File: src/rtl/i2c_am_pkg.sv
package i2c_am_pkg;
  localparam int unsigned STAT_W = 8;
  localparam logic [STAT_W-1:0] ST_OWN_WR = 8'h60;
  localparam logic [STAT_W-1:0] ST_GCALL  = 8'h70;
  localparam logic [STAT_W-1:0] ST_OWN_RD = 8'hA8;
  localparam logic [STAT_W-1:0] ST_TXLAST = 8'hC8;
  localparam logic [STAT_W-1:0] ST_IDLE   = 8'hF8;

  typedef struct packed {
    logic start;
    logic stop;
    logic rise;
    logic fall;
  } bus_evt_t;
endpackage

File: src/rtl/i2c_bus_edges.sv
module i2c_bus_edges
  import i2c_am_pkg::*;
#(
  parameter int unsigned SYNC_STAGES = 2
) (
  input  logic     clk,
  input  logic     rst_n,
  input  logic     scl_i,
  input  logic     sda_i,
  output logic     scl_s,
  output logic     sda_s,
  output bus_evt_t evt
);
  localparam int unsigned PW = SYNC_STAGES + 1;

  logic [PW-1:0] scl_pipe, sda_pipe;

  always_ff @(posedge clk or negedge rst_n) begin
    if (!rst_n) begin
      scl_pipe <= '1;
      sda_pipe <= '1;
    end else begin
      scl_pipe <= {scl_pipe[PW-2:0], scl_i};
      sda_pipe <= {sda_pipe[PW-2:0], sda_i};
    end
  end

  logic scl_p, sda_p;
  assign scl_s = scl_pipe[SYNC_STAGES-1];
  assign sda_s = sda_pipe[SYNC_STAGES-1];
  assign scl_p = scl_pipe[SYNC_STAGES];
  assign sda_p = sda_pipe[SYNC_STAGES];

  always_comb begin
    evt.start = scl_s & scl_p & sda_p & ~sda_s;
    evt.stop  = scl_s & scl_p & ~sda_p & sda_s;
    evt.rise  = scl_s & ~scl_p;
    evt.fall  = ~scl_s & scl_p;
  end
endmodule

File: src/rtl/i2c_addr_shift.sv
module i2c_addr_shift
  import i2c_am_pkg::*;
#(
  parameter int unsigned BYTE_W = 8
) (
  input  logic              clk,
  input  logic              rst_n,
  input  bus_evt_t          evt,
  input  logic              sda_s,
  output logic [BYTE_W-1:0] byte_o,
  output logic              done_o
);
  localparam int unsigned CW = $clog2(BYTE_W + 1);
  localparam logic [CW-1:0] LAST = CW'(BYTE_W - 1);

  logic          active;
  logic [CW-1:0] cnt;

  always_ff @(posedge clk or negedge rst_n) begin
    if (!rst_n) begin
      active <= 1'b0;
      cnt    <= '0;
      byte_o <= '0;
      done_o <= 1'b0;
    end else begin
      done_o <= 1'b0;
      if (evt.start) begin
        active <= 1'b1;
        cnt    <= '0;
      end else if (evt.stop) begin
        active <= 1'b0;
      end else if (active && evt.rise) begin
        byte_o <= {byte_o[BYTE_W-2:0], sda_s};
        cnt    <= cnt + 1'b1;
        if (cnt == LAST) begin
          done_o <= 1'b1;
          active <= 1'b0;
        end
      end
    end
  end
endmodule

File: src/rtl/i2c_addr_match.sv
module i2c_addr_match
  import i2c_am_pkg::*;
#(
  parameter int unsigned ADDR_W      = 7,
  parameter int unsigned SYNC_STAGES = 2
) (
  input  logic              clk,
  input  logic              rst_n,
  input  logic              scl_i,
  input  logic              sda_i,
  input  logic [ADDR_W-1:0] own_addr_i,
  input  logic              gc_en_i,
  input  logic              slv_mode_i,
  input  logic              ack_en_i,
  input  logic              sta_i,
  input  logic              tx_last_i,
  input  logic              int_clr_i,
  output logic              sda_low_o,
  output logic              irq_o,
  output logic [STAT_W-1:0] status_o,
  output logic              start_gen_o
);
  localparam int unsigned BYTE_W = ADDR_W + 1;

  logic              scl_s, sda_s;
  bus_evt_t          evt;
  logic [BYTE_W-1:0] abyte;
  logic              adone;

  i2c_bus_edges #(.SYNC_STAGES(SYNC_STAGES)) u_edges (
    .clk(clk), .rst_n(rst_n), .scl_i(scl_i), .sda_i(sda_i),
    .scl_s(scl_s), .sda_s(sda_s), .evt(evt)
  );

  i2c_addr_shift #(.BYTE_W(BYTE_W)) u_shift (
    .clk(clk), .rst_n(rst_n), .evt(evt), .sda_s(sda_s),
    .byte_o(abyte), .done_o(adone)
  );

  // Match decode
  logic [ADDR_W-1:0] a_field;
  logic              rw_bit, own_hit, gc_hit, hit, new_evt, leave_txlast;
  logic [STAT_W-1:0] code_q, hit_code;
  logic              armed, ack_en_q, bus_free, pend_start, ack_arm;

  always_comb begin
    a_field      = abyte[BYTE_W-1:1];
    rw_bit       = abyte[0];
    own_hit      = (a_field == own_addr_i) && (a_field != '0);
    gc_hit       = (a_field == '0) && !rw_bit && gc_en_i;
    hit          = adone && slv_mode_i && armed && (own_hit || gc_hit);
    hit_code     = gc_hit ? ST_GCALL : (rw_bit ? ST_OWN_RD : ST_OWN_WR);
    new_evt      = hit || tx_last_i;
    leave_txlast = int_clr_i && irq_o && (code_q == ST_TXLAST) && !new_evt;
  end

  // Interrupt flag and status
  always_ff @(posedge clk or negedge rst_n) begin
    if (!rst_n) begin
      irq_o  <= 1'b0;
      code_q <= ST_IDLE;
    end else if (hit) begin
      irq_o  <= 1'b1;
      code_q <= hit_code;
    end else if (tx_last_i) begin
      irq_o  <= 1'b1;
      code_q <= ST_TXLAST;
    end else if (int_clr_i) begin
      irq_o  <= 1'b0;
    end
  end

  assign status_o = irq_o ? code_q : ST_IDLE;

  // Re-arm control and pending START
  always_ff @(posedge clk or negedge rst_n) begin
    if (!rst_n) begin
      armed       <= 1'b1;
      ack_en_q    <= 1'b0;
      bus_free    <= 1'b1;
      pend_start  <= 1'b0;
      start_gen_o <= 1'b0;
    end else begin
      ack_en_q    <= ack_en_i;
      start_gen_o <= 1'b0;
      if (leave_txlast)               armed <= ack_en_i;
      else if (ack_en_i && !ack_en_q) armed <= 1'b1;
      if (evt.start)     bus_free <= 1'b0;
      else if (evt.stop) bus_free <= 1'b1;
      if (leave_txlast && sta_i) begin
        pend_start <= 1'b1;
      end else if (pend_start && bus_free) begin
        pend_start  <= 1'b0;
        start_gen_o <= 1'b1;
      end
    end
  end

  // Acknowledge drive during the ninth clock
  always_ff @(posedge clk or negedge rst_n) begin
    if (!rst_n) begin
      ack_arm   <= 1'b0;
      sda_low_o <= 1'b0;
    end else if (evt.start || evt.stop) begin
      ack_arm   <= 1'b0;
      sda_low_o <= 1'b0;
    end else begin
      if (hit && ack_en_i) ack_arm <= 1'b1;
      if (evt.fall) begin
        if (ack_arm) begin
          sda_low_o <= 1'b1;
          ack_arm   <= 1'b0;
        end else if (sda_low_o) begin
          sda_low_o <= 1'b0;
        end
      end
    end
  end
endmodule

File: config.mk
export PLATFORM = sky130hd
export DESIGN_NAME = i2c_addr_match
export DESIGN_NICKNAME = d
export VERILOG_FILES = /design/src/rtl/i2c_am_pkg.sv /design/src/rtl/i2c_bus_edges.sv /design/src/rtl/i2c_addr_shift.sv /design/src/rtl/i2c_addr_match.sv
export SDC_FILE = /design/constraint.sdc
export NUM_CORES = 1
export LEC_CHECK = 0
export ABC_AREA = 1
export BUFFER_PORTS_ARGS = -buffer_cell sky130_fd_sc_hd__buf_2
export CAP_MARGIN = 15
export CORE_ASPECT_RATIO = 1.5
export CORE_MARGIN = 4
export CORE_UTILIZATION = 61
export CTS_BUF_LIST = sky130_fd_sc_hd__clkbuf_8
export CTS_CLUSTER_DIAMETER = 150
export CTS_CLUSTER_SIZE = 24
export DETAILED_ROUTE_END_ITERATION = 12
export GPL_ROUTABILITY_DRIVEN = 1
export HOLD_SLACK_MARGIN = 0.03
export PLACE_DENSITY = 0.87
export SLEW_MARGIN = 5
export SYNTH_ARGS = -nofsm -noshare
export SYNTH_HDL_FRONTEND = slang
export SYNTH_SLANG_ARGS = --single-unit
File: constraint.sdc
create_clock -name clk -period 2.4 [get_ports clk]
set_clock_uncertainty 0.15 [all_clocks]
set_input_delay 0.48 -clock clk [delete_from_list [all_inputs] [get_ports clk]]
set_output_delay 0.48 -clock clk [all_outputs]
set_load 0.01 [all_outputs]
==> impl_metrics.py <==
metrics = {
    "status": {
        "outcome": "finished clean",
    },
    "drt": {
        "routed_wl_um": 2870,
        "ant_nets": 0,
        "drtIter0Drc": 25,
        "via_count": 1203,
        "drc_errors": 0,
        "dr.pass1.iters": 6,
        "routedWlPerCell_um": 12.6,
        "viasPerCell": 5.28,
    },
    "grt": {
        "grt_antenna_before_repair": 0,
        "grt_max_degree": 33,
        "grt_first_pass_wirelength_um": 4800,
        "grt_pass1_vias": 1198,
        "grt_overflow_total": 0,
        "grtUsageTotal_pct": 21.4,
    },
    "timing": {
        "hold_violations": 0,
        "period_needed_ns": 1.80,
        "slew_headroom_pct": 55.4,
        "rsz0062_at_grt": "false",
        "tightest_slew_ns": 0.669,
        "fmax_mhz": 554,
        "drv_slew": 0,
        "period_share_pct": 75.2,
        "setup_viol": 0,
        "tns_ns": 0,
        "worst_hold_slack_ns": 0.0676,
    },
    "clock_tree": {
        "clk_pin_slew_worst_paths_ns": 0.07,
        "clk_path_buf_depth": 2,
        "ctsResizeCount": 0,
        "cts_root_buf": "clkbuf_8",
        "cts_hold_buf": 0,
        "cts.sinks": 32,
        "cts_tree": "built",
        "post_cts_buffers": 0,
        "numCtsBuffers": 5,
        "worstSkewPairLatency_ns": 0.29,
        "cts_max_level": 2,
    },
    "placement": {
        "place_area_um2": 1610,
        "post-dp-hpwl_um": 2130,
        "dp.cells": 220,
        "gp_congestion": 0.852,
        "io_buffers": 24,
    },
    "layout": {
        "area.growth.synth_to_final_pct": 15.9,
        "layout.cells.non_filler": 228,
        "n_antenna_cell": 0,
        "layout_common_cells": "nand2_1 (49), inv_1 (31), buf_2 (24)",
        "final_layout_size_suffix_gt1_share_pct": 25.9,
        "fin_nets": 222,
        "fin_area_um2": 1720,
        "mostFrequentLayoutCell": "nand2_1",
    },
    "hold_path": {
        "worstHoldPathType": "in2async",
    },
    "floorplanning": {
        "row_count": 21,
        "dieWidth_um": 48.3,
        "io_pins": 28,
        "initial_utilization_pct": 64.9,
        "dieArea_um2": 3300,
        "core_um2": 2290,
        "fp.dieH_um": 68.4,
    },
    "worst_setup_path": {
        "arrival_ns": 1.17,
        "worst-path-max-fanout": 5,
        "worstSetupEndpointType": "primary output",
        "critical_path_class": "reg2out",
        "startpoint": "irq_o",
        "reg2reg_from": "u_edges.scl_pipe[1]",
        "startpoint_type": "register",
        "worst_ep_required_time_ns": 1.77,
        "r2r_slack_ns": 0.76,
    },
    "power_and_ir_drop": {
        "p_leak_nw": 0.908,
        "ir_drop_mv": 0.693,
        "power_density_nw_per_um2": 885,
    },
    "synthesis": {
        "yosysSeqAreaShare_pct": 55.0,
        "syn_area_um2": 1480,
        "synth_seq_cells": 32,
        "synth_warnings": 0,
        "netlist_instances": 175,
        "yosys.cell_types.count": 27,
        "synth_area_per_cell_um2": 8.48,
    },
    "job": {
        "cap_violations": 0,
    },
}
==> metrics by stage <==
| stage | util (%) | total power [mW] | worst slack [ns] |
|---|---|---|---|
| 2_1_floorplan | - | 0.932 | 0.836 |
| 3_3_place_gp | 70.6 | 1.00 | 0.817 |
| 3_5_place_dp | 70.6 | 1.02 | 0.767 |
| 4_1_cts | 75.3 | 1.53 | 0.588 |
| 5_1_grt | 75.3 | 1.62 | 0.548 |
| 6_report | 75.3 | 1.52 | 0.596 |
==> cell families (layout without fill, tap and decap cells) <==
group,count (synthesis),in the layout,synth area share (%)
xor gates and xnor gates,2,2,1.18
AOI/OAI and AO/OA,21,21,7.76
DFF,32,32,55.0
and+or+nand+nor,82,82,24.8
adders and majority gates,1,1,0.843
other,1,3,0.253
buffers and inverters,36,64,10.2
==> layout make-up <==
type / instances / area [um2]
sequential: 32 / 816
tap: 23 / 28.8
inverter: 31 / 116
multi-input combinational: 109 / 524
timing repair buffer: 25 / 128
fill: 161 / 566
clock inverter: 3 / 38.8
clock buffer: 5 / 68.8
==> power breakdown <==
group,switching (mW),internal [mW],leakage [nW]
clock,0.198,0.303,0.0593
sequential,0.0785,0.643,0.388
combinational,0.185,0.114,0.460
total,0.462,1.06,0.908
==> cells in the mapped netlist <==
master	instances	share of area, %
o31ai_1	1	0.51
inv_1	30	7.6
nand2_2	1	0.42
nor2_2	2	0.84
buf_2	1	0.34
o21ai_0	15	5.1
nand4_1	2	0.84
xnor2_1	1	0.59
dfstp_2	12	21
or2_2	1	0.42
nor3_2	2	1.3
a32o_1	1	0.67
o21bai_1	1	0.51
nand3_2	1	0.67
inv_2	1	0.25
nand2_1	49	12
o21ai_1	1	0.34
dfrtp_1	20	34
conb_1	1	0.25
ha_1	1	0.84
buf_4	4	2.0
nor2_1	12	3.0
a21oi_1	2	0.67
nor3_4	1	1.1
nand3_1	9	3.0
xor2_1	1	0.59
nor3_1	2	0.67
==> flip-flops by register name, summed over array words and instances (netlist names), 3 cells and up <==
register and flops:
u_edges.scl_pipe 3, u_shift.byte_o 8, code_q 4, u_shift.cnt 4, u_edges.sda_pipe 3
==> routing by layer <==
metal | GRT usage (%) | part of all wire [%] | vias to the layer above
met5 | 0 | 0 | -
met4 | 11.8 | 2.6 | 0
met3 | 6.84 | 6.8 | 6
met2 | 37.6 | 54 | 38
met1 | 20.5 | 37 | 568
li1 | - | - | 591
==> worst max-delay path, cell delays in order (launching register included) <==
cell     delay [ns]
dfrtp_1        0.40
inv_1          0.07
or2_2          0.27
buf_2          0.14
==> final timing paths <==
check	to	cells after the start
hold / removal	u_shift.byte_o[7]	1
max in group asynchronous	u_shift.cnt[3]	1
setup / recovery	status_o[7]	3
setup reg to reg	u_shift.cnt[2]	5
min in group clk	u_edges.scl_pipe[0]	1
hold reg to reg	u_edges.scl_pipe[1]	0
Power figures use the tool's default switching activity.
